$ cat config.mk
export PLATFORM = sky130hd
export DESIGN_NAME = dspace_decode
export DESIGN_NICKNAME = d
export VERILOG_FILES = /design/src/rtl/dsd_pkg.sv /design/src/rtl/dsd_region_decode.sv /design/src/rtl/dsd_core_regs.sv /design/src/rtl/dsd_read_mux.sv /design/src/rtl/dspace_decode.sv
export SDC_FILE = /design/constraint.sdc
export NUM_CORES = 1
export LEC_CHECK = 0
export BUFFER_PORTS_ARGS = -buffer_cell sky130_fd_sc_hd__buf_2
export CORE_UTILIZATION = 35
export CTS_CLUSTER_SIZE = 10
export DETAILED_ROUTE_END_ITERATION = 8
export PLACE_DENSITY = 0.75
export SYNTH_ARGS = -nofsm -noshare
export SYNTH_HDL_FRONTEND = slang
export SYNTH_HIERARCHICAL = 1
export SYNTH_SLANG_ARGS = --single-unit
$ cat constraint.sdc
create_clock -name clk -period 3.14 [get_ports clk]
set_clock_uncertainty 0.05 [all_clocks]
set_input_delay 0.628 -clock clk [delete_from_list [all_inputs] [get_ports clk]]
set_output_delay 0.628 -clock clk [all_outputs]
set_load 0.005 [all_outputs]
$ cat src/rtl/dsd_pkg.sv
package dsd_pkg;

  typedef enum logic [1:0] {
    RG_GPR  = 2'd0,
    RG_IO   = 2'd1,
    RG_CORE = 2'd2,
    RG_MEM  = 2'd3
  } region_e;

  // Offset of each core register within the top block of eight I/O ports.
  localparam logic [2:0] CR_PAGE_D = 3'd0;
  localparam logic [2:0] CR_PAGE_X = 3'd1;
  localparam logic [2:0] CR_PAGE_Y = 3'd2;
  localparam logic [2:0] CR_PAGE_Z = 3'd3;
  localparam logic [2:0] CR_JEXT   = 3'd4;
  localparam logic [2:0] CR_SP_LO  = 3'd5;
  localparam logic [2:0] CR_SP_HI  = 3'd6;
  localparam logic [2:0] CR_STATUS = 3'd7;

  localparam int unsigned CORE_REGS = 8;

  // Classify a widened data address into its target region.
  function automatic region_e region_of(input logic [31:0] a,
                                        input int unsigned gprs,
                                        input int unsigned ios);
    if (a < gprs)
      return RG_GPR;
    else if (a < gprs + ios - CORE_REGS)
      return RG_IO;
    else if (a < gprs + ios)
      return RG_CORE;
    else
      return RG_MEM;
  endfunction

  // I/O port number of a data address inside the I/O window.
  function automatic logic [31:0] port_of(input logic [31:0] a,
                                          input int unsigned gprs);
    return a - gprs;
  endfunction

endpackage

$ cat src/rtl/dsd_region_decode.sv
module dsd_region_decode
  import dsd_pkg::*;
#(
  parameter int unsigned ADDR_W = 16,
  parameter int unsigned GPR_N  = 32,
  parameter int unsigned IO_N   = 64,
  localparam int unsigned GPR_W = $clog2(GPR_N),
  localparam int unsigned IO_W  = $clog2(IO_N)
) (
  input  logic [ADDR_W-1:0] addr,
  output region_e           region,
  output logic [GPR_W-1:0]  gpr_idx,
  output logic [IO_W-1:0]   io_port,
  output logic [2:0]        core_sel
);

  logic [31:0] a32;
  logic [31:0] port32;

  assign a32    = 32'(addr);
  assign port32 = port_of(a32, GPR_N);

  always_comb begin
    region   = region_of(a32, GPR_N, IO_N);
    gpr_idx  = a32[GPR_W-1:0];
    io_port  = port32[IO_W-1:0];
    core_sel = port32[2:0];
  end

endmodule

$ cat src/rtl/dsd_core_regs.sv
module dsd_core_regs
  import dsd_pkg::*;
#(
  parameter logic [3:0] PAGE_EN = 4'b1110,
  parameter bit         SP_WIDE = 1'b1
) (
  input  logic        clk,
  input  logic        rst_n,
  input  logic        we,
  input  logic [2:0]  sel,
  input  logic [7:0]  wdata,
  output logic [7:0]  page_q [4],
  output logic [7:0]  jext_q,
  output logic [15:0] sp_q,
  output logic [7:0]  sreg_q,
  output logic [7:0]  rd_val
);

  logic [7:0] sp_lo_q;
  logic [7:0] sp_hi_q;

  for (genvar g = 0; g < 4; g++) begin : g_page
    if (PAGE_EN[g]) begin : g_on
      logic [7:0] val_q;
      always_ff @(posedge clk or negedge rst_n) begin
        if (!rst_n)
          val_q <= 8'h00;
        else if (we && sel == 3'(g))
          val_q <= wdata;
      end
      assign page_q[g] = val_q;


      page_wr_chk: assert property (@(posedge clk) disable iff (!rst_n)
        (we && sel == 3'(g)) |=> (page_q[g] == $past(wdata)));
    end else begin : g_off
      assign page_q[g] = 8'h00;
    end
  end

  always_ff @(posedge clk or negedge rst_n) begin
    if (!rst_n) begin
      jext_q  <= 8'h00;
      sp_lo_q <= 8'h00;
      sreg_q  <= 8'h00;
    end else if (we) begin
      case (sel)
        CR_JEXT:   jext_q  <= wdata;
        CR_SP_LO:  sp_lo_q <= wdata;
        CR_STATUS: sreg_q  <= wdata;
        default: ;
      endcase
    end
  end

  if (SP_WIDE) begin : g_sp_wide
    always_ff @(posedge clk or negedge rst_n) begin
      if (!rst_n)
        sp_hi_q <= 8'h00;
      else if (we && sel == CR_SP_HI)
        sp_hi_q <= wdata;
    end
  end else begin : g_sp_narrow
    assign sp_hi_q = 8'h00;
  end

  assign sp_q = {sp_hi_q, sp_lo_q};

  always_comb begin
    case (sel)
      CR_PAGE_D: rd_val = page_q[0];
      CR_PAGE_X: rd_val = page_q[1];
      CR_PAGE_Y: rd_val = page_q[2];
      CR_PAGE_Z: rd_val = page_q[3];
      CR_JEXT:   rd_val = jext_q;
      CR_SP_LO:  rd_val = sp_q[7:0];
      CR_SP_HI:  rd_val = sp_q[15:8];
      default:   rd_val = sreg_q;
    endcase
  end


  jext_wr_chk: assert property (@(posedge clk) disable iff (!rst_n)
    (we && sel == CR_JEXT) |=> (jext_q == $past(wdata)));


  sp_lo_only_chk: assert property (@(posedge clk) disable iff (!rst_n)
    (we && sel == CR_SP_LO) |=>
      (sp_q[7:0] == $past(wdata) && sp_q[15:8] == $past(sp_q[15:8])));


  idle_stable_chk: assert property (@(posedge clk) disable iff (!rst_n)
    !we |=> ($stable(sp_q) && $stable(sreg_q) && $stable(jext_q)));

endmodule

$ cat src/rtl/dsd_read_mux.sv
module dsd_read_mux
  import dsd_pkg::*;
(
  input  region_e    region,
  input  logic [7:0] gpr_rdata,
  input  logic [7:0] io_rdata,
  input  logic [7:0] core_rdata,
  input  logic [7:0] mem_rdata,
  output logic [7:0] rdata
);

  always_comb begin
    unique case (region)
      RG_GPR:  rdata = gpr_rdata;
      RG_IO:   rdata = io_rdata;
      RG_CORE: rdata = core_rdata;
      default: rdata = mem_rdata;
    endcase
  end

endmodule

$ cat src/rtl/dspace_decode.sv
module dspace_decode
  import dsd_pkg::*;
#(
  parameter int unsigned ADDR_W  = 16,
  parameter int unsigned GPR_N   = 32,
  parameter int unsigned IO_N    = 64,
  parameter logic [3:0]  PAGE_EN = 4'b1110,
  parameter bit          SP_WIDE = 1'b1,
  localparam int unsigned GPR_W  = $clog2(GPR_N),
  localparam int unsigned IO_W   = $clog2(IO_N)
) (
  input  logic              clk,
  input  logic              rst_n,
  input  logic [ADDR_W-1:0] acc_addr,
  input  logic              acc_rd,
  input  logic              acc_wr,
  input  logic [7:0]        acc_wdata,
  output logic [7:0]        acc_rdata,
  output logic [GPR_W-1:0]  gpr_idx,
  output logic              gpr_re,
  output logic              gpr_we,
  input  logic [7:0]        gpr_rdata,
  output logic [IO_W-1:0]   io_port,
  output logic              io_re,
  output logic              io_we,
  input  logic [7:0]        io_rdata,
  output logic [ADDR_W-1:0] mem_addr,
  output logic              mem_re,
  output logic              mem_we,
  input  logic [7:0]        mem_rdata,
  output logic [7:0]        out_wdata,
  output logic [7:0]        page_d,
  output logic [7:0]        page_x,
  output logic [7:0]        page_y,
  output logic [7:0]        page_z,
  output logic [7:0]        jmp_ext,
  output logic [15:0]       stack_ptr,
  output logic [7:0]        status
);

  region_e    region;
  logic [2:0] core_sel;
  logic       core_we;
  logic [7:0] core_rdata;
  logic [7:0] page_q [4];

  dsd_region_decode #(
    .ADDR_W(ADDR_W), .GPR_N(GPR_N), .IO_N(IO_N)
  ) u_dec (
    .addr     (acc_addr),
    .region   (region),
    .gpr_idx  (gpr_idx),
    .io_port  (io_port),
    .core_sel (core_sel)
  );

  assign gpr_re  = acc_rd && region == RG_GPR;
  assign gpr_we  = acc_wr && region == RG_GPR;
  assign io_re   = acc_rd && region == RG_IO;
  assign io_we   = acc_wr && region == RG_IO;
  assign mem_re  = acc_rd && region == RG_MEM;
  assign mem_we  = acc_wr && region == RG_MEM;
  assign core_we = acc_wr && region == RG_CORE;

  assign mem_addr  = acc_addr;
  assign out_wdata = acc_wdata;

  dsd_core_regs #(
    .PAGE_EN(PAGE_EN), .SP_WIDE(SP_WIDE)
  ) u_regs (
    .clk    (clk),
    .rst_n  (rst_n),
    .we     (core_we),
    .sel    (core_sel),
    .wdata  (acc_wdata),
    .page_q (page_q),
    .jext_q (jmp_ext),
    .sp_q   (stack_ptr),
    .sreg_q (status),
    .rd_val (core_rdata)
  );

  assign page_d = page_q[0];
  assign page_x = page_q[1];
  assign page_y = page_q[2];
  assign page_z = page_q[3];

  dsd_read_mux u_mux (
    .region     (region),
    .gpr_rdata  (gpr_rdata),
    .io_rdata   (io_rdata),
    .core_rdata (core_rdata),
    .mem_rdata  (mem_rdata),
    .rdata      (acc_rdata)
  );


  one_target_chk: assert property (@(posedge clk) disable iff (!rst_n)
    !(acc_rd && acc_wr) |->
      $onehot0({gpr_re, gpr_we, io_re, io_we, mem_re, mem_we, core_we}));


  idle_quiet_chk: assert property (@(posedge clk) disable iff (!rst_n)
    !(acc_rd || acc_wr) |->
      !(gpr_re || gpr_we || io_re || io_we || mem_re || mem_we));


  core_isolate_chk: assert property (@(posedge clk) disable iff (!rst_n)
    (region == RG_CORE) |-> !(io_re || io_we));


  io_port_chk: assert property (@(posedge clk) disable iff (!rst_n)
    (io_re || io_we) |->
      (32'(io_port) == 32'(acc_addr) - GPR_N && 32'(acc_addr) < GPR_N + IO_N - 8));

endmodule

==> key figures, run 1 <==
Run status
  • Status: finished, final reports clean

Clock tree
  • Hold Buf Count CTS: 0
  • CTS tree: built
  • Clock latency on the worst-skew pair: 0.31 ns
  • CTS Buffer Depth: 2
  • Post-CTS sizing: 1
  • Setup Fix Bufs, Post-CTS: 0
  • Root Buffer: clkbuf_8
  • Htree depth: 2
  • Worst-path clk slew: 0.10 ns
  • CTS Buf Count: 5
  • Clock sink total: 56

Drt
  • Via density: 5.05
  • Drt first pass iters: 4
  • DR WL/cell: 18.7 um
  • DR iter-0 viols: 137
  • Remaining DRCs: 0
  • Routed vias: 2505
  • Routed WL: 9250 um
  • Final ANT Viol Nets: 0

Synth
  • Seq/Total Area, Yosys: 42.5%
  • Synthesis Warnings: 6
  • Synth cell types: 42
  • Syn_area_per_cell: 12.8 um^2
  • Post-Synthesis Cells: 258
  • Synth Cell Area: 3300 um^2
  • #FFs+latches synth: 56

Worst setup path
  • Maximum fanout along the worst path: 19
  • WP data required: 2.46 ns
  • WP data arrival: 2.40 ns
  • Startpoint Class: primary input
  • Critical path type: in2out
  • CP endpoint kind: output pin

Global route
  • Pin count of the biggest net entering global routing: 42
  • Initial antenna violation count: 0
  • Gr usage total: 18.6%
  • Vias in the first global route: 2535
  • First-pass GRT wire length: 13800 um
  • GR Overflow Total: 0

Job
  • Max-cap violations: 0

Final layout
  • Final non-filler cell area: 4040 um^2
  • Layout cells sized above 1: 67.8%
  • Area of the multi-input gates: 1500 um^2
  • Fill cell count: 849
  • FF/Latch Area: 1400 um^2
  • Most common cell after layout, fill and taps aside: buf_2
  • Commonest non-fill, non-tap cells in the layout: buf_2 (154), mux2_2 (64), dfrtp_1 (56), buf_4 (15), mux4_2 (10)
  • Final Util: 44.0%
  • Layout area overhead: 22.6%
  • Nets: 436
  • Antenna diodes: 0

STA
  • # setup viols final: 0
  • Worst Tran Pin Value: 0.526 ns
  • Max Freq: 325 MHz
  • Tcrit/Tclk final: 97.9%
  • Hold_ws: 0.163 ns
  • Post-layout min period: 3.08 ns
  • Hold Vio Cnt, Final: 0
  • RSZ-0062 raised after global routing: no
  • Setup TNS: 0 ns
  • Max_slew headroom: 64.9%
  • Pins Over Slew Limit: 0

Power and ir drop
  • Total power: 1360 uW
  • Maximum vdd drop: 0.000150 V
  • Lkg Pwr: 0.00230 uW
  • P per Cell Area: 336 nW/um^2

Floorplan
  • Cell Rows: 35
  • Starting density of the core: 35.9%
  • Die X: 99.1 um
  • Chip Height: 99.1 um
  • Core area: 9200 um^2
  • Full die area: 9820 um^2
  • IO Pins: 165

Placed design
  • DP Area: 3920 um^2
  • Placer Congestion: 0.857
  • Post-DP HPWL: 7170 um
  • PortBufs: 156

Hold path
  • Worst Hold Class: in2async
-- kinds of logic after synthesis --
| group | after synthesis | synth area share, % |
|---|---|---|
| buffers and inverters | 59 | 13.3 |
| multiplexers | 78 | 30.0 |
| flip-flops | 56 | 42.5 |
| AND/OR/NAND/NOR | 43 | 8.99 |
| AO/OA/AOI/OAI | 21 | 5.12 |
| other | 1 | 0.114 |
-- synth_stat cells (all sizes together) --
cell type	count	area, um^2
mux2	67	754
buf	57	429
dfrtp	56	1400
mux4	10	225
nor2	7	26.3
nand2	6	22.5
nor3	5	25.0
a221oi	4	35.0
nand3	4	25.0
nor3b	4	41.3
o32ai	4	35.0
and3	3	18.8
and3b	3	26.3
nor2b	3	21.3
o21ai	3	15.0
a22oi	2	15.0
nand2b	2	15.0
nand4b	2	38.8
a211o	1	8.76
a21boi	1	7.51
a21o	1	8.76
a31oi	1	6.26
a32o	1	10.0
a32oi	1	8.76
and2b	1	7.51
clkbuf	1	5.00
conb	1	3.75
inv	1	3.75
mux2i	1	10.0
nand4	1	12.5
nor4	1	6.26
nor4bb	1	10.0
o221ai	1	8.76
o32a	1	10.0
-- cell type report --
type | instances | area share [%]
clock buffer | 6 | 1.80
timing repair buffer | 170 | 22.0
clock inverter | 2 | 0.959
multi-input combinational | 150 | 37.0
inverter | 1 | 0.0929
tap | 111 | 3.44
sequential | 56 | 34.7
-- routing by layer --
metal  global-route usage, %  share of wire [%]
met5                       0                  0
met3                    5.46                7.9
met1                    22.3                 41
met2                    32.7                 50
met4                    5.09                1.2
-- worst paths after layout --
check | startpoint | endpoint | slack, ns | cells after the start
max reg2reg | u_regs/g_page[3].g_on.val_q[4]$_DFFE_PN0P_ | u_regs/g_page[3].g_on.val_q[4]$_DFFE_PN0P_ | 2.25 | 1
min | rst_n | u_regs/sreg_q[2]$_DFFE_PN0P_ | 0.16 | 1
min in group clk | u_regs/sp_hi_q[6]$_DFFE_PN0P_ | u_regs/sp_hi_q[6]$_DFFE_PN0P_ | 0.49 | 1
max | acc_addr[0] | acc_rdata[7] | 0.06 | 6
max in group asynchronous | rst_n | u_regs/sreg_q[1]$_DFFE_PN0P_ | 2.00 | 2
min reg2reg | u_regs/sp_hi_q[6]$_DFFE_PN0P_ | u_regs/sp_hi_q[6]$_DFFE_PN0P_ | 0.49 | 1
-- flip-flops by register name (all words and copies together), names as in the netlist --
name	flops
u_regs/g_page.g_on.val_q	24
u_regs/sp_lo_q	8
u_regs/sp_hi_q	8
u_regs/sreg_q	8
u_regs/jext_q	8
-- power breakdown --
| group | switching (uW) | leakage [uW] | internal, uW | total, uW |
|---|---|---|---|---|
| Combinational | 90.1 | 0.00146 | 73.6 | 164 |
| Clock | 231 | 0.0000558 | 241 | 472 |
| Sequential | 0.901 | 0.000783 | 722 | 723 |
-- critical path, stage by stage --
cell and delay (ns):
buf_4 0.23, mux2_2 0.38, a221oi_1 0.41, nor3_1 0.14, mux4_2 0.46, buf_2 0.14
-- through the flow --
| stage | cells | setup slack, ns |
|---|---|---|
| after floorplan | 265 | 0.412 |
| after global placement | 488 | -0.0563 |
| after detailed placement | 488 | -0.0546 |
| after CTS | 496 | 0.0917 |
| after global routing | 496 | 0.0339 |
| final | 496 | 0.0645 |
Note: power is estimated with default switching activity, not from simulation.
==> run 2, diff against run 1 <==
==> constraint.sdc (replaced) <==
create_clock -name clk -period 3.14 [get_ports clk]
set_clock_uncertainty 0.05 [all_clocks]
set_input_delay 0.314 -clock clk [delete_from_list [all_inputs] [get_ports clk]]
set_output_delay 0.314 -clock clk [all_outputs]
set_load 0.005 [all_outputs]
==> run 2 against run 1 <==
  * Combinational power about the same
  * Final cell count down 1.6%
  * Worst setup slack better by 0.46 ns
  * Die area unchanged
  * Sequential share of layout area up 0.72 points
  * Critical path type unchanged
==> key figures, run 2 (synthesis gave the netlist of run 1 again) <==
Global route
  • GR Overflow Total: 0 (unchanged)
  • Vias in the first global route: 2477 (was 2535)
  • Gr usage total: 18.3% (was 18.6%)
  • First-pass GRT wire length: 13500 um (was 13800 um)
  • Pin count of the biggest net entering global routing: 32 (was 42)
  • Initial antenna violation count: 0 (unchanged)

Floorplan
  • Cell Rows: 35 (unchanged)
  • IO Pins: 165 (unchanged)
  • Die X: 99.1 um (unchanged)
  • Core area: 9200 um^2 (unchanged)
  • Chip Height: 99.1 um (unchanged)
  • Starting density of the core: 35.9% (unchanged)
  • Full die area: 9820 um^2 (unchanged)

Clock tree
  • Clock latency on the worst-skew pair: 0.31 ns (about the same)
  • Root Buffer: clkbuf_8 (unchanged)
  • CTS tree: built (unchanged)
  • Worst-path clk slew: 0.10 ns (about the same)
  • CTS Buf Count: 5 (unchanged)
  • Clock sink total: 56 (unchanged)
  • Htree depth: 2 (unchanged)
  • CTS Buffer Depth: 2 (unchanged)
  • Setup Fix Bufs, Post-CTS: 0 (unchanged)

Power and ir drop
  • Comb power frac: 12.3% (was 12.1%)
  • Sw Share: 26.6% (was 23.7%)
  • Maximum vdd drop: 0.000219 V (was 0.000150 V)
  • P per Cell Area: 329 nW/um^2 (was 336 nW/um^2)
  • Lkg Pwr: 0.00225 uW (was 0.00230 uW)
  • Clock share of power: 32.2% (was 34.7%)
  • Internal cell power: 956 uW (was 1040 uW)
  • Seq pwr share: 55.5% (was 53.2%)
  • NetSw: 347 uW (was 322 uW)
  • Total power: 1300 uW (was 1360 uW)

STA
  • Fin worst setup slack: 0.530 ns (was 0.0645 ns)
  • Pins Over Slew Limit: 0 (unchanged)
  • Setup TNS: 0 ns (unchanged)
  • RSZ-0062 raised after global routing: no (unchanged)
  • Post-layout min period: 2.61 ns (was 3.08 ns)
  • # setup viols final: 0 (unchanged)
  • Tcrit/Tclk final: 83.1% (was 97.9%)
  • Worst Tran Pin Value: 0.605 ns (was 0.526 ns)
  • Hold Vio Cnt, Final: 0 (unchanged)
  • Max_slew headroom: 59.7% (was 64.9%)
  • Max Freq: 383 MHz (was 325 MHz)

Final layout
  • Final non-filler cell area: 3960 um^2 (was 4040 um^2)
  • Nets: 428 (was 436)
  • Commonest non-fill, non-tap cells in the layout: buf_2 (156), mux2_2 (64), dfrtp_1 (56), mux4_2 (10), conb_1 (8) (was buf_2 (154), mux2_2 (64), dfrtp_1 (56), buf_4 (15), mux4_2 (10))
  • Antenna diodes: 0 (unchanged)
  • Layout area overhead: 20.1% (was 22.6%)
  • Most common cell after layout, fill and taps aside: buf_2 (unchanged)
  • Max reg flops: 24 (unchanged)
  • Top reg by flops: u_regs/g_page.g_on.val_q (unchanged)
  • Final Util: 43.1% (was 44.0%)
  • Layout cells sized above 1: 66.8% (was 67.8%)
  • Fill cell count: 852 (was 849)

Worst setup path
  • Slowest cell on crit path: mux4_2 (unchanged)
  • Crit path buf inv count: 2 (unchanged)
  • CP delay by family, top: buffers and inverters (was multiplexers)
  • Critical path type: in2out (unchanged)
  • CP endpoint kind: output pin (unchanged)
  • Crit-path max cell delay: 0.47 ns (was 0.46 ns)
  • WP data required: 2.78 ns (was 2.46 ns)
  • WP data arrival: 2.25 ns (was 2.40 ns)
  • Startpoint Class: primary input (unchanged)
  • Crit path top cell by count: buf_2
  • Maximum fanout along the worst path: 24 (was 19)
  • Critical Path, Cell by Cell: buf_2 -> and2b_1 -> a221oi_1 -> nor3_1 -> mux4_2 -> buf_2 (was buf_4 -> mux2_2 -> a221oi_1 -> nor3_1 -> mux4_2 -> buf_2)

Placed design
  • Placer Congestion: 0.822 (was 0.857)
  • Dpl ws: 0.428 ns (was -0.0546 ns)
  • PortBufs: 156 (unchanged)
  • DP Area: 3850 um^2 (was 3920 um^2)
  • Post-DP HPWL: 6880 um (was 7170 um)

Hold path
  • Worst Hold Class: in2reg (was in2async)

Run status
  • Status: finished, final reports clean (unchanged)

Drt
  • DR iter-0 viols: 126 (was 137)
  • Via density: 5.20 (was 5.05)
  • Routed WL: 9080 um (was 9250 um)
  • DR WL/cell: 18.6 um (was 18.7 um)
  • Remaining DRCs: 0 (unchanged)
  • Final ANT Viol Nets: 0 (unchanged)
  • Routed vias: 2538 (was 2505)
  • Drt first pass iters: 4 (unchanged)

Job
  • Max-cap violations: 0 (unchanged)
run 2: cell count changes in the layout (fill, tap and decap cells not counted), sizes merged:
| cell | change |
|---|---|
| bufinv | -1 |
| dlygate4sd3 | +1 |
| clkinv | +1 |
| clkinvlp | +1 |
| clkbuf | -2 |
| buf | -8 |
run 2: per-stage QoR:
step / hold slack, ns / cells
5_1_grt: 0.278 / 488
3_5_place_dp: 0.307 / 479
3_3_place_gp: 0.294 / 479
6_report: 0.272 / 488
4_1_cts: 0.268 / 488
2_1_floorplan: -0.0316 / 265
run 2: layer usage:
metal  track usage (%)  share of wire, %  vias to the layer above
li1                  -                 -                     1128
met4              5.88               1.7                        0
met3              3.90               6.6                       14
met2              32.0                51                      143
met5                 0                 0                        -
met1              22.6                41                     1253
run 2: final timing paths:
| check | cells after the start | slack [ns] | to | startpoint |
|---|---|---|---|---|
| hold / removal | 2 | 0.27 | u_regs/g_page[3].g_on.val_q[1]$_DFFE_PN0P_ | acc_wdata[1] |
| max in group asynchronous | 3 | 1.74 | u_regs/g_page[3].g_on.val_q[3]$_DFFE_PN0P_ | rst_n |
| setup / recovery | 6 | 0.53 | acc_rdata[7] | acc_addr[2] |
| setup reg to reg | 1 | 2.26 | u_regs/g_page[3].g_on.val_q[4]$_DFFE_PN0P_ | u_regs/g_page[3].g_on.val_q[4]$_DFFE_PN0P_ |
| min in group asynchronous | 2 | 0.46 | u_regs/sp_lo_q[2]$_DFFE_PN0P_ | rst_n |
| hold reg to reg | 1 | 0.48 | u_regs/g_page[3].g_on.val_q[1]$_DFFE_PN0P_ | u_regs/g_page[3].g_on.val_q[1]$_DFFE_PN0P_ |
run 2: final cells by class:
cell class / instances / area, um^2 / share of cell area [%]
Timing Repair Buffer: 162 / 828 / 20.9
Multi-Input combinational cell: 150 / 1490 / 37.7
Sequential cell: 56 / 1400 / 35.4
Clock buffer: 5 / 68.8 / 1.74
Tap cell: 111 / 139 / 3.51
Inverter: 1 / 3.75 / 0.0948
Clock inverter: 3 / 27.5 / 0.695
run 2: power groups by stage:
| stage | clock [uW] | combinational (uW) | sequential, uW |
|---|---|---|---|
| after floorplan | 0 | 103 | 737 |
| after global placement | 0 | 160 | 737 |
| after detailed placement | 0 | 161 | 737 |
| after CTS | 428 | 162 | 723 |
| after global routing | 463 | 178 | 723 |
| final | 419 | 161 | 723 |
run 2: timing repair:
item / in CTS / in global routing
setup endpoints to repair: 0 / 0
resized for setup: 0 / 0
hold buffers: 1 / 0
hold endpoints to repair: 25 / 0
